===== src/rtl/dest_filter_pkg.sv =====
package dest_filter_pkg;

    localparam int MAC_W        = 48;
    localparam int HASH_IDX_W   = 6;
    localparam int HASH_TAPS    = MAC_W / HASH_IDX_W;
    localparam int HASH_WORD_W  = 1 << (HASH_IDX_W - 1);
    localparam int SLOT_LO_W    = 32;
    localparam int SLOT_HI_W    = MAC_W - SLOT_LO_W;
    localparam logic [7:0] GROUP_MARK = 8'h01;

    typedef logic [MAC_W-1:0]      mac_addr_t;
    typedef logic [HASH_IDX_W-1:0] hash_idx_t;

    typedef struct packed {
        logic uc_hash_en;
        logic mc_hash_en;
        logic bcast_reject;
        logic promisc;
    } filter_cfg_t;

    typedef enum logic [2:0] {
        RULE_NONE        = 3'd0,
        RULE_PROMISC     = 3'd1,
        RULE_BCAST_PASS  = 3'd2,
        RULE_BCAST_BLOCK = 3'd3,
        RULE_HASH        = 3'd4,
        RULE_SLOT        = 3'd5
    } rule_e;

    typedef struct packed {
        logic done;
        logic accept;
    } verdict_t;

    function automatic logic is_broadcast(input mac_addr_t a);
        return &a;
    endfunction

    function automatic logic is_group_addr(input mac_addr_t a);
        return a[7:0] == GROUP_MARK;
    endfunction

    function automatic logic rule_keeps(input rule_e r);
        return (r == RULE_PROMISC) || (r == RULE_BCAST_PASS) ||
               (r == RULE_HASH)    || (r == RULE_SLOT);
    endfunction

endpackage


===== src/rtl/daf_hash_lookup.sv =====
module daf_hash_lookup
    import dest_filter_pkg::*;
(
    input  mac_addr_t                addr,
    input  logic [HASH_WORD_W-1:0]   table_lo,
    input  logic [HASH_WORD_W-1:0]   table_hi,
    output logic                     hit
);

    hash_idx_t              idx;
    logic [HASH_WORD_W-1:0] word_sel;

    // Each index bit folds one tap from every 6-bit slice of the address.
    for (genvar i = 0; i < HASH_IDX_W; i++) begin : g_idx
        logic [HASH_TAPS-1:0] taps;
        for (genvar k = 0; k < HASH_TAPS; k++) begin : g_tap
            assign taps[k] = addr[i + HASH_IDX_W * k];
        end
        assign idx[i] = ^taps;
    end

    // Top index bit picks the word, the rest pick the bit within it.
    assign word_sel = idx[HASH_IDX_W-1] ? table_hi : table_lo;
    assign hit      = word_sel[idx[HASH_IDX_W-2:0]];

endmodule


===== src/rtl/daf_exact_match.sv =====
module daf_exact_match
    import dest_filter_pkg::*;
#(
    parameter int NUM_SLOTS = 4
) (
    input  mac_addr_t                      addr,
    input  logic [NUM_SLOTS*SLOT_LO_W-1:0] slot_lo,
    input  logic [NUM_SLOTS*SLOT_HI_W-1:0] slot_hi,
    output logic                           any_hit
);

    logic [NUM_SLOTS-1:0] hit_vec;

    for (genvar s = 0; s < NUM_SLOTS; s++) begin : g_slot
        mac_addr_t slot_addr;
        assign slot_addr  = {slot_hi[s*SLOT_HI_W +: SLOT_HI_W],
                             slot_lo[s*SLOT_LO_W +: SLOT_LO_W]};
        assign hit_vec[s] = (slot_addr == addr);
    end

    assign any_hit = |hit_vec;

endmodule


===== src/rtl/daf_rule_chain.sv =====
module daf_rule_chain
    import dest_filter_pkg::*;
(
    input  filter_cfg_t cfg,
    input  mac_addr_t   addr,
    input  logic        hash_hit,
    input  logic        slot_hit,
    output rule_e       rule
);

    logic hash_enabled;

    assign hash_enabled = is_group_addr(addr) ? cfg.mc_hash_en : cfg.uc_hash_en;

    // Strict priority: override, broadcast, hash, slots, default drop.
    always_comb begin
        if (cfg.promisc) begin
            rule = RULE_PROMISC;
        end else if (is_broadcast(addr)) begin
            rule = cfg.bcast_reject ? RULE_BCAST_BLOCK : RULE_BCAST_PASS;
        end else if (hash_enabled && hash_hit) begin
            rule = RULE_HASH;
        end else if (slot_hit) begin
            rule = RULE_SLOT;
        end else begin
            rule = RULE_NONE;
        end
    end

endmodule


===== src/rtl/dest_addr_filter.sv =====
module dest_addr_filter
    import dest_filter_pkg::*;
#(
    parameter int NUM_SLOTS = 4
) (
    input  logic                           clk,
    input  logic                           rst,
    input  logic                           addr_valid,
    input  logic [MAC_W-1:0]               dest_addr,
    input  logic                           cfg_promisc,
    input  logic                           cfg_bcast_reject,
    input  logic                           cfg_mcast_hash_en,
    input  logic                           cfg_ucast_hash_en,
    input  logic [HASH_WORD_W-1:0]         hash_lo,
    input  logic [HASH_WORD_W-1:0]         hash_hi,
    input  logic [NUM_SLOTS*SLOT_LO_W-1:0] slot_lo,
    input  logic [NUM_SLOTS*SLOT_HI_W-1:0] slot_hi,
    output logic                           decision_done,
    output logic                           frame_accept
);

    filter_cfg_t cfg;
    logic        hash_hit;
    logic        slot_hit;
    rule_e       rule;
    verdict_t    verdict_q;

    assign cfg = '{uc_hash_en:   cfg_ucast_hash_en,
                   mc_hash_en:   cfg_mcast_hash_en,
                   bcast_reject: cfg_bcast_reject,
                   promisc:      cfg_promisc};

    daf_hash_lookup u_hash (
        .addr     (dest_addr),
        .table_lo (hash_lo),
        .table_hi (hash_hi),
        .hit      (hash_hit)
    );

    daf_exact_match #(.NUM_SLOTS(NUM_SLOTS)) u_exact (
        .addr    (dest_addr),
        .slot_lo (slot_lo),
        .slot_hi (slot_hi),
        .any_hit (slot_hit)
    );

    daf_rule_chain u_chain (
        .cfg      (cfg),
        .addr     (dest_addr),
        .hash_hit (hash_hit),
        .slot_hit (slot_hit),
        .rule     (rule)
    );

    always_ff @(posedge clk) begin
        if (rst) begin
            verdict_q <= '0;
        end else begin
            verdict_q.done <= addr_valid;
            if (addr_valid) begin
                verdict_q.accept <= rule_keeps(rule);
            end
        end
    end

    assign decision_done = verdict_q.done;
    assign frame_accept  = verdict_q.accept;

endmodule


===== config.mk =====
export PLATFORM = sky130hd
export DESIGN_NAME = dest_addr_filter
export DESIGN_NICKNAME = d
export VERILOG_FILES = /design/src/rtl/dest_filter_pkg.sv /design/src/rtl/daf_hash_lookup.sv /design/src/rtl/daf_exact_match.sv /design/src/rtl/daf_rule_chain.sv /design/src/rtl/dest_addr_filter.sv
export SDC_FILE = /design/constraint.sdc
export NUM_CORES = 1
export LEC_CHECK = 0
export BUFFER_PORTS_ARGS = -buffer_cell sky130_fd_sc_hd__buf_4
export CORE_AREA = 4 4 119 121
export CTS_BUF_LIST = sky130_fd_sc_hd__clkbuf_2
export DETAILED_ROUTE_END_ITERATION = 12
export DIE_AREA = 0 0 123 125
export SYNTH_ARGS = -nofsm -noshare
export SYNTH_HDL_FRONTEND = slang
export SYNTH_SLANG_ARGS = --single-unit

===== constraint.sdc =====
create_clock -name clk -period 3.3 [get_ports clk]
set_clock_uncertainty 0.1 [all_clocks]
set_input_delay 0.33 -clock clk [delete_from_list [all_inputs] [get_ports clk]]
set_output_delay 0.33 -clock clk [all_outputs]
set_load 0.05 [all_outputs]

Word level (Yosys, flattened, before mapping). Cells that the tools add are included.

Reductions and logical operators: 12. Div/mod/pow operators: 0. $mul: 0. Equality and inequality tests: 9. $lt $le $gt $ge: 1. Shifts and indexed selects: 0. Bitwise logic cells: 0. Mux-type cells: 9. Add/sub/neg operators: 0.

Operators by type and width (number): 48-bit equality test (4); 48-bit AND reduction (1); 8-bit XOR reduction (6); 32-bit 2-to-1 mux (1); 3-bit 2-to-1 mux (4); 8-bit by 1-bit equality test with 1-bit output, second input constant (1); 3-bit equality test, second input constant (2); 5-bit by 6-bit < comparator with 1-bit output, second input constant (1); 1-bit binary-select mux with 5-bit select (1); 4-bit OR reduction (1); 3-bit by 1-bit equality test with 1-bit output, second input constant (1); 3-bit by 2-bit equality test with 1-bit output, second input constant (1); 1-bit logical OR (3); 1-bit 2-to-1 mux (3); 1-bit logical AND (1).

ROM bits: 0. Memories: 0. Output and inout bits: 2. Memory bits (writable): 0. Flip-flop bits (word level): 2. Latch bits: 0.

Longest topological paths before layout. Gate-level depths: netlist of the first run.

Depth after elaboration: 12. Mapped depth: 11. Mapped depth without buffers: 8.

Cells and area by module. From an unflattened synthesis of the first run, not the netlist that was laid out.

Cells, all modules: 415. Area, all modules: 3907.5 µm².

Modules (own cells, without submodules): daf_exact_match (cells an instance 305, times used 1, area each 2625.0 µm²); daf_hash_lookup (cells an instance 75, times used 1, area each 1009.7 µm²); daf_rule_chain (cells an instance 27, times used 1, area each 198.9 µm²); dest_addr_filter (cells an instance 8, times used 1, area each 73.8 µm²).

Worst setup path before layout of the first run. Ideal clock, no wire load.

Path kind: input to register. Start point: input port dest_addr[0]. End point: register verdict_q (netlist bit frame_accept). Setup slack: 0.772 ns. Required time: 3.072 ns. Stages: 9. Data arrival time: 2.300 ns. Path buffers: 1. Library setup time: 0.128 ns. Path through: buf_4 xor2_2 xnor2_1 xnor2_2 mux4_1 mux2i_1 mux2i_1 nor3b_1 o41ai_2.

Cells in the longest elaborated chain, start to end: 11. Elaborated cells between the ends (all ways): 23. Those cells by class: 9 x eq/ne; 7 x mux; 7 x reduce/logical.

Ends and longest elaborated chain: start, declared (line dest_addr_filter.sv:9) `input logic [MAC_W-1:0] dest_addr,`; 8-bit XOR reduction (line daf_hash_lookup.sv:19) `assign idx[i] = ^taps;`; 1-bit binary-select mux with 5-bit select (line daf_hash_lookup.sv:24) `assign hit = word_sel[idx[HASH_IDX_W-2:0]];`; 1-bit 2-to-1 mux (not written as such) (line daf_hash_lookup.sv:24); 1-bit logical AND (line daf_rule_chain.sv:21) `end else if (hash_enabled && hash_hit) begin`; 3-bit 2-to-1 mux (line daf_rule_chain.sv:21); 3-bit 2-to-1 mux (*) (line daf_rule_chain.sv:19) `end else if (is_broadcast(addr)) begin`; 3-bit 2-to-1 mux (*) (line daf_rule_chain.sv:17) `if (cfg.promisc) begin`; 3-bit by 1-bit equality test with 1-bit output / 3-bit by 2-bit equality test with 1-bit output (equally long branches) (line dest_filter_pkg.sv:44) `return (r == RULE_PROMISC) || (r == RULE_BCAST_PASS) ||`; 1-bit logical OR (2 in series) (line dest_filter_pkg.sv:44); 1-bit logical OR (*) (line dest_filter_pkg.sv:45) `(r == RULE_HASH) || (r == RULE_SLOT);`; end, declared (line dest_addr_filter.sv:26) `verdict_t verdict_q;`.

Every way passes the cells marked *; elsewhere a longest branch is shown, timed or not. The select of a mux whose other input is x is not followed. A chain may end at the register's enable or synchronous reset.

Final worst setup path of the first run.
Start point: input port dest_addr[44]. End point: register verdict_q (netlist bit frame_accept).

The elaborated chain is that of the path after synthesis.

==> results of run 1 <==
-- through the flow --
stage	total power [mW]	util, %	hold slack (ns)	setup slack, ns	instances
2_1_floorplan	0.7804	-	0.3016	0.7716	436
4_1_cts	1.267	45.37	0.1982	0.4828	878
3_5_place_dp	1.222	45.26	0.4041	0.2897	875
5_1_grt	1.350	45.37	0.1871	0.2629	878
3_3_place_gp	1.201	45.26	0.4030	0.3424	875
6_report	1.254	45.37	0.2118	0.4417	878
-- final timing paths --
kind	start	endpoint	slack (ns)	depth (start not counted)
worst min-delay path	rst	decision_done	0.21	2
worst max register to register	frame_accept	frame_accept	1.91	5
worst max-delay path	dest_addr[44]	frame_accept	0.44	9
worst min register to register	frame_accept	frame_accept	0.62	4
-- synthesized netlist by cell type (all sizes together), types with 4 or more instances --
cell type	count	area share, %
xor2	197	48
nor4	52	9.0
xnor2	37	9.7
buf	32	6.4
nand4	24	4.1
mux2i	22	6.1
clkbuf	21	2.2
mux4	8	5.4
nor2	4	0.41
nor3	4	0.55
-- cell families after synthesis --
kind of cell | Yosys count | share of synthesized area, %
AO/OA/AOI/OAI | 12 | 2.929
buffers and inverters | 54 | 8.646
multiplexers | 33 | 12.47
flip-flops | 2 | 1.102
AND/OR/NAND/NOR | 101 | 17.19
XOR/XNOR | 234 | 57.66
-- state kept, by name, summed over array words and instances (netlist names) --
name           count
decision_done      1
frame_accept       1
-- layout make-up --
cell class | count | share of cell area [%]
clock buffer | 3 | 0.2529
inverter | 1 | 0.06322
timing repair buffer | 316 | 39.96
multi-input combinational | 380 | 55.34
tap | 176 | 3.709
sequential | 2 | 0.6744
-- routing by layer --
| layer | global-route usage [%] | wire length [um] | up-vias |
|---|---|---|---|
| met2 | 46.83 | 10490 | 261 |
| met3 | 6.369 | 2168 | 17 |
| met5 | 0 | 0 | - |
| li1 | - | - | 2037 |
| met1 | 26.72 | 6952 | 1996 |
| met4 | 3.713 | 259 | 0 |
-- critical path, cell delays in order --
cell,delay (ns)
buf_4,0.16
xor2_2,0.18
xnor2_1,0.16
xnor2_2,0.70
buf_4,0.34
mux2i_1,0.09
a2111o_1,0.42
o2111a_1,0.15
o41ai_2,0.31
-- report_power, final --
| part | switching (mW) | internal (mW) | total (mW) |
|---|---|---|---|
| sequential | 0.00183 | 0.0272 | 0.0291 |
| clock | 0.0132 | 0.0240 | 0.0372 |
| combinational | 0.549 | 0.638 | 1.19 |
==> run metrics, run 1 <==
largest net degree at the start of global routing 15; DR iter-0 viols 167; period utilization 86.62%; setup repair bufs after CTS 0; Worst EP required 3.30 ns; Pins Over Slew Limit 0; IO buf count 312; DRC Markers 0; crit path kind primary input to flip-flop; FF+latch area 40.04 um2; area of the multi-input gates 3286 um2; status completed; global-route usage over all layers 24.32%; Final Hold Vio Count 0; maximum VDD drop 0.08139 mV; fill count 1343; Worst Tran Pin Value 0.8614 ns; Routed Wire Length 19870 um; Vias 4311; Fmax 349.9 MHz; CTS Hold Bufs 0; Avg Cell Area, Syn 8.331 um2; ys flop type dfxtp_1; EDFF count, synth 0; worst skew pair latency 0.19 ns; Cells after Synth 436; Root Buffer clkbuf_2; Max-cap violations 0; H-Tree Level Count 1; RSZ-0062 raised after global routing false; post-layout instance area 5937 um2; Die Area 15380 um2; leakage 2.823 nW; detailed placement HPWL 17170 um; num rows 42; Clk pin slew, worst setup/hold paths 0.03 ns; vias per std cell 4.910; #FFs+latches synth 2; Area growth, synth to finish 63.45%; DRT Pass-1 Iters 4; number of setup violations in the final report 0; sequential share of the synthesized area 1.102%; Fin Setup TNS 0 ns; crit path time final 2.858 ns; post-synth net total 747; fraction of layout cells with a size suffix above 1 47.44%; CTS Buf Count 3; Power per Cell Area 211.1 nW/um2; fin nets 1015; Die Ht 125 um; die width 123 um; most frequent cells in the layout buf_4 (316), xor2_1 (195), nor4_1 (52); worst hold path class primary input to flip-flop; gpl congestion 0.9094; core region area 13090 um2; grt ovf 0; Slew HR 42.29%; Yosys warning total 0; post-CTS sizing 0; Antenna Nets Post-Route 0; I/O Pins 313; WP data arrival 2.86 ns; Initial Utilization 27.76%; first-pass GRT wire length 27940 um; Max FO, Critical Path 13; clock sinks 2; Critical Path End Type flip-flop; diodes inserted 0; Post-synth ARST share 0%; number of global-route vias before repair 4787; routed len/inst 22.63 um; Netlist cell types 41; antenna violations before repair 0; DP Area 5922 um2; most common cell after layout, fill and taps aside buf_4; Clock Tree Buf Depth 2; synthesized area 3632 um2; crit start category primary input; CTS tree yes
Power figures use the tool's default switching activity.
==> run 2, diff against run 1 <==
RECOVER_POWER = 100   (was unset)
==> run 2 against run 1 <==
Effect of this change: core utilization is 0.11 points lower; wire length is 0.14% higher; total power is 0.58% lower; final cell count stayed put; highest routed layer unchanged; flip-flop and latch count stayed put; hold slack hardly changed; final area is 0.25% lower.
==> run metrics, run 2 (synthesis gave the netlist of run 1 again) <==
largest net degree at the start of global routing 15; grt ovf 0; Routed Wire Length 19900 um; Fmax 340.8 MHz; DR iter-0 viols 176; placed cells 875; most frequent cells in the layout buf_4 (312), xor2_1 (195), nor4_1 (52); Antenna Nets Post-Route 0; worst reg2reg path endpoint frame_accept; WP data arrival 2.93 ns; hold path depth 2; non-filler cells, final 878; Die Ht 125 um; post-CTS sizing 0; diodes inserted 0; number of global-route vias before repair 4787; most common cell after layout, fill and taps aside buf_4; detailed placement HPWL 17170 um; Clk pin slew, worst setup/hold paths 0.03 ns; Critical Path End Type flip-flop; global-route usage over all layers 24.32%; HP Start rst; worst skew pair latency 0.19 ns; Fin Setup TNS 0 ns; Worst EP required 3.30 ns; IO buf count 312; I/O Pins 313; crit start category primary input; die width 123 um; Clock Tree Buf Depth 2; DRT Pass-1 Iters 4; Worst R2R Setup Slack 1.91 ns; Hold EP decision_done; vias per std cell 4.901; Reg-to-Reg Start frame_accept; crit path kind primary input to flip-flop; Max FO, Critical Path 13; gpl congestion 0.9094; post-layout instance area 5922 um2; Power per Cell Area 210.4 nW/um2; Area growth, synth to finish 63.04%; Initial Utilization 27.76%; pre-CTS setup slack 0.2897 ns; maximum VDD drop 0.07567 mV; number of setup violations in the final report 0; CTS tree yes; FF-to-FF path depth 5; Root Buffer clkbuf_2; CTS Hold Bufs 0; H-Tree Level Count 1; worst hold path class primary input to flip-flop; final setup margin 0.3655 ns; CTS Buf Count 3; Vias 4303; DRC Markers 0; Max-cap violations 0; routed len/inst 22.67 um; Pins Over Slew Limit 0; first-pass GRT wire length 27940 um; DP Area 5922 um2; clock sinks 2; core region area 13090 um2; Final Hold Vio Count 0; Worst Tran Pin Value 0.8553 ns; fin nets 1015; status completed; Die Area 15380 um2; antenna violations before repair 0; fraction of layout cells with a size suffix above 1 46.87%; crit path time final 2.935 ns; period utilization 88.93%; Slew HR 42.70%; num rows 42; leakage 2.808 nW; RSZ-0062 raised after global routing false; setup repair bufs after CTS 0
[run 2: critical path: stages]
cell	delay, ns
buf_4	0.16
xor2_2	0.18
xnor2_1	0.16
xnor2_2	0.61
clkbuf_1	0.35
mux2_2	0.37
a2111oi_0	0.40
o31ai_1	0.16
o41ai_2	0.20
[run 2: final cells by class]
type                            count  area, um2
Multi-Input combinational cell    380       3286
Fill cell                        1347       7163
Timing Repair Buffer              316       2357
Sequential cell                     2      40.04
Clock buffer                        3      15.01
Inverter                            1      3.754
Tap cell                          176      220.2
[run 2: how the worst max path moves through the flow]
stage / from / end / slack [ns] / depth (start not counted)
6_report: dest_addr[42] / frame_accept / 0.37 / 9
3_5_place_dp: dest_addr[44] / frame_accept / 0.29 / 9
3_3_place_gp: dest_addr[44] / frame_accept / 0.34 / 10
5_1_grt: dest_addr[42] / frame_accept / 0.13 / 9
4_1_cts: dest_addr[42] / frame_accept / 0.48 / 9
2_1_floorplan: dest_addr[0] / frame_accept / 0.77 / 9
[run 2: per-stage QoR]
stage | util (%) | total power [mW] | hold slack, ns
after floorplan | - | 0.7804 | 0.3016
after global placement | 45.26 | 1.201 | 0.4030
after detailed placement | 45.26 | 1.222 | 0.4041
after CTS | 45.37 | 1.267 | 0.1982
after global routing | 45.26 | 1.343 | 0.1871
final | 45.26 | 1.246 | 0.2117
[run 2: report_power, final]
group	leakage (nW)	switching (mW)	internal [mW]
sequential	0.0167	0.00176	0.0272
clock	0.0125	0.0132	0.0240
combinational	2.78	0.549	0.631
[run 2: per-layer routing]
metal | GRT usage, % | share of wire [%]
met5 | 0 | 0
met1 | 26.72 | 35
met3 | 6.369 | 11
met2 | 46.83 | 53
met4 | 3.713 | 1.4
==> run 3, diff against run 2 <==
--- a/config.mk
+++ b/config.mk
@@ -7,4 +7,5 @@
 export LEC_CHECK = 0
 export BUFFER_PORTS_ARGS = -buffer_cell sky130_fd_sc_hd__buf_4
+export CAP_MARGIN = 25
 export CORE_AREA = 4 4 119 121
 export CTS_BUF_LIST = sky130_fd_sc_hd__clkbuf_2
==> constraint.sdc (replaced) <==
create_clock -name clk -period 3.3 [get_ports clk]
set_clock_uncertainty 0.1 [all_clocks]
set_input_delay 0.825 -clock clk [delete_from_list [all_inputs] [get_ports clk]]
set_output_delay 0.825 -clock clk [all_outputs]
set_load 0.05 [all_outputs]
==> run 3 against run 2 <==
Effect of this change: count of clock-buffer cells in the layout stayed put; die area unchanged; total power rose by 7.0%; final area grew 4.6%; clock power shrank 1%; sequential power is essentially flat; final cell count is 3.8% higher; critical endpoint unchanged; largest cell class unchanged; highest routed layer unchanged.
==> run metrics, run 3 (synthesis gave the netlist of run 1 again) <==
worst hold path class flip-flop to flip-flop; vias per std cell 4.891; crit start category primary input; die width 123 um; gpl congestion 0.8920; core region area 13090 um2; final setup margin 0.2061 ns; Initial Utilization 27.76%; CTS Buf Count 3; Max-cap violations 0; Root Buffer clkbuf_2; DRT Pass-1 Iters 4; crit path time final 3.094 ns; I/O Pins 313; number of setup violations in the final report 0; fin nets 1048; number of global-route vias before repair 4631; FF+latch area 40.04 um2; grt ovf 0; IO buf count 312; clock sinks 2; Slew HR 60.20%; CTS tree yes; detailed placement HPWL 17870 um; status completed; area of the multi-input gates 3308 um2; most common cell after layout, fill and taps aside buf_4; fraction of layout cells with a size suffix above 1 49.39%; period utilization 93.75%; crit path kind primary input to flip-flop; Area growth, synth to finish 70.58%; antenna violations before repair 0; largest net degree at the start of global routing 14; leakage 2.973 nW; worst skew pair latency 0.19 ns; DRC Markers 0; Worst EP required 3.27 ns; Final Hold Vio Count 0; Antenna Nets Post-Route 0; num rows 42; maximum VDD drop 0.08870 mV; most frequent cells in the layout buf_4 (346), xor2_1 (195), nor4_1 (52); WP data arrival 3.06 ns; Routed Wire Length 20540 um; pre-CTS setup slack -0.1506 ns; Fmax 323.2 MHz; Pins Over Slew Limit 0; RSZ-0062 raised after global routing false; first-pass GRT wire length 28230 um; post-layout util 47.35%; Vias 4456; Die Area 15380 um2; Clk pin slew, worst setup/hold paths 0.03 ns; Die Ht 125 um; routed len/inst 22.54 um; DR iter-0 viols 181; H-Tree Level Count 1; diodes inserted 0; Max FO, Critical Path 8; Clock Tree Buf Depth 2; fill count 1311; global-route usage over all layers 24.99%; Power per Cell Area 215.2 nW/um2; Worst Tran Pin Value 0.5995 ns; Critical Path End Type flip-flop
## run 3: changes by cell type in the layout (fill, tap and decap cells not counted)
cell,change
xnor2_4,+2
xnor2_2,-2
clkbuf_1,-1
buf_4,+34
## run 3: what timing repair did
action	in CTS	in global routing
setup buffers	0	0
endpoints found under the setup margin	0	1
hold buffers	0	0
resized for setup	0	2
## run 3: layout make-up
cell class | instances | area share, %
timing repair buffer | 349 | 42.10
multi-input combinational | 380 | 53.39
tap | 176 | 3.554
clock buffer | 3 | 0.2423
inverter | 1 | 0.06058
sequential | 2 | 0.6462
## run 3: path summary, 6_finish.rpt
check / to / cells past startpoint / startpoint / slack, ns
min: frame_accept / 5 / frame_accept / 0.66
max: frame_accept / 10 / dest_addr[23] / 0.21
max reg2reg: frame_accept / 5 / frame_accept / 1.83
min reg2reg: frame_accept / 5 / frame_accept / 0.66
## run 3: routing by layer
metal	share of wire (%)	GRT usage, %	vias to the layer above
met4	2.6	5.407	0
met3	9.7	4.833	26
met1	36	28.49	2065
met2	52	47.35	259
li1	-	-	2106
met5	0	0	-
## run 3: critical path, cell delays in order
cell     delay, ns
buf_4         0.13
xnor2_1       0.12
buf_4         0.13
xnor2_1       0.35
xnor2_4       0.25
mux4_2        0.57
mux2i_1       0.19
mux2i_1       0.12
nor3b_1       0.26
o41ai_2       0.10
## run 3: through the flow
step | std cells | total power [mW] | instance area (um2) | hold slack [ns] | TNS, ns
after CTS | 911 | 1.327 | 6185 | 0.6681 | 0
after global routing | 911 | 1.432 | 6196 | 0.6941 | 0
after global placement | 908 | 1.259 | 6170 | 0.6497 | -0.08096
final | 911 | 1.333 | 6196 | 0.6581 | 0
after floorplan | 436 | 0.7804 | 3632 | 0.7450 | 0
after detailed placement | 908 | 1.286 | 6170 | 0.6592 | -0.1506
## run 3: where the power goes
part / internal (mW) / switching [mW] / leakage (nW)
clock network: 0.0240 / 0.0128 / 0.0125
logic: 0.692 / 0.575 / 2.94
registers: 0.0273 / 0.00201 / 0.0167
total: 0.743 / 0.590 / 2.97
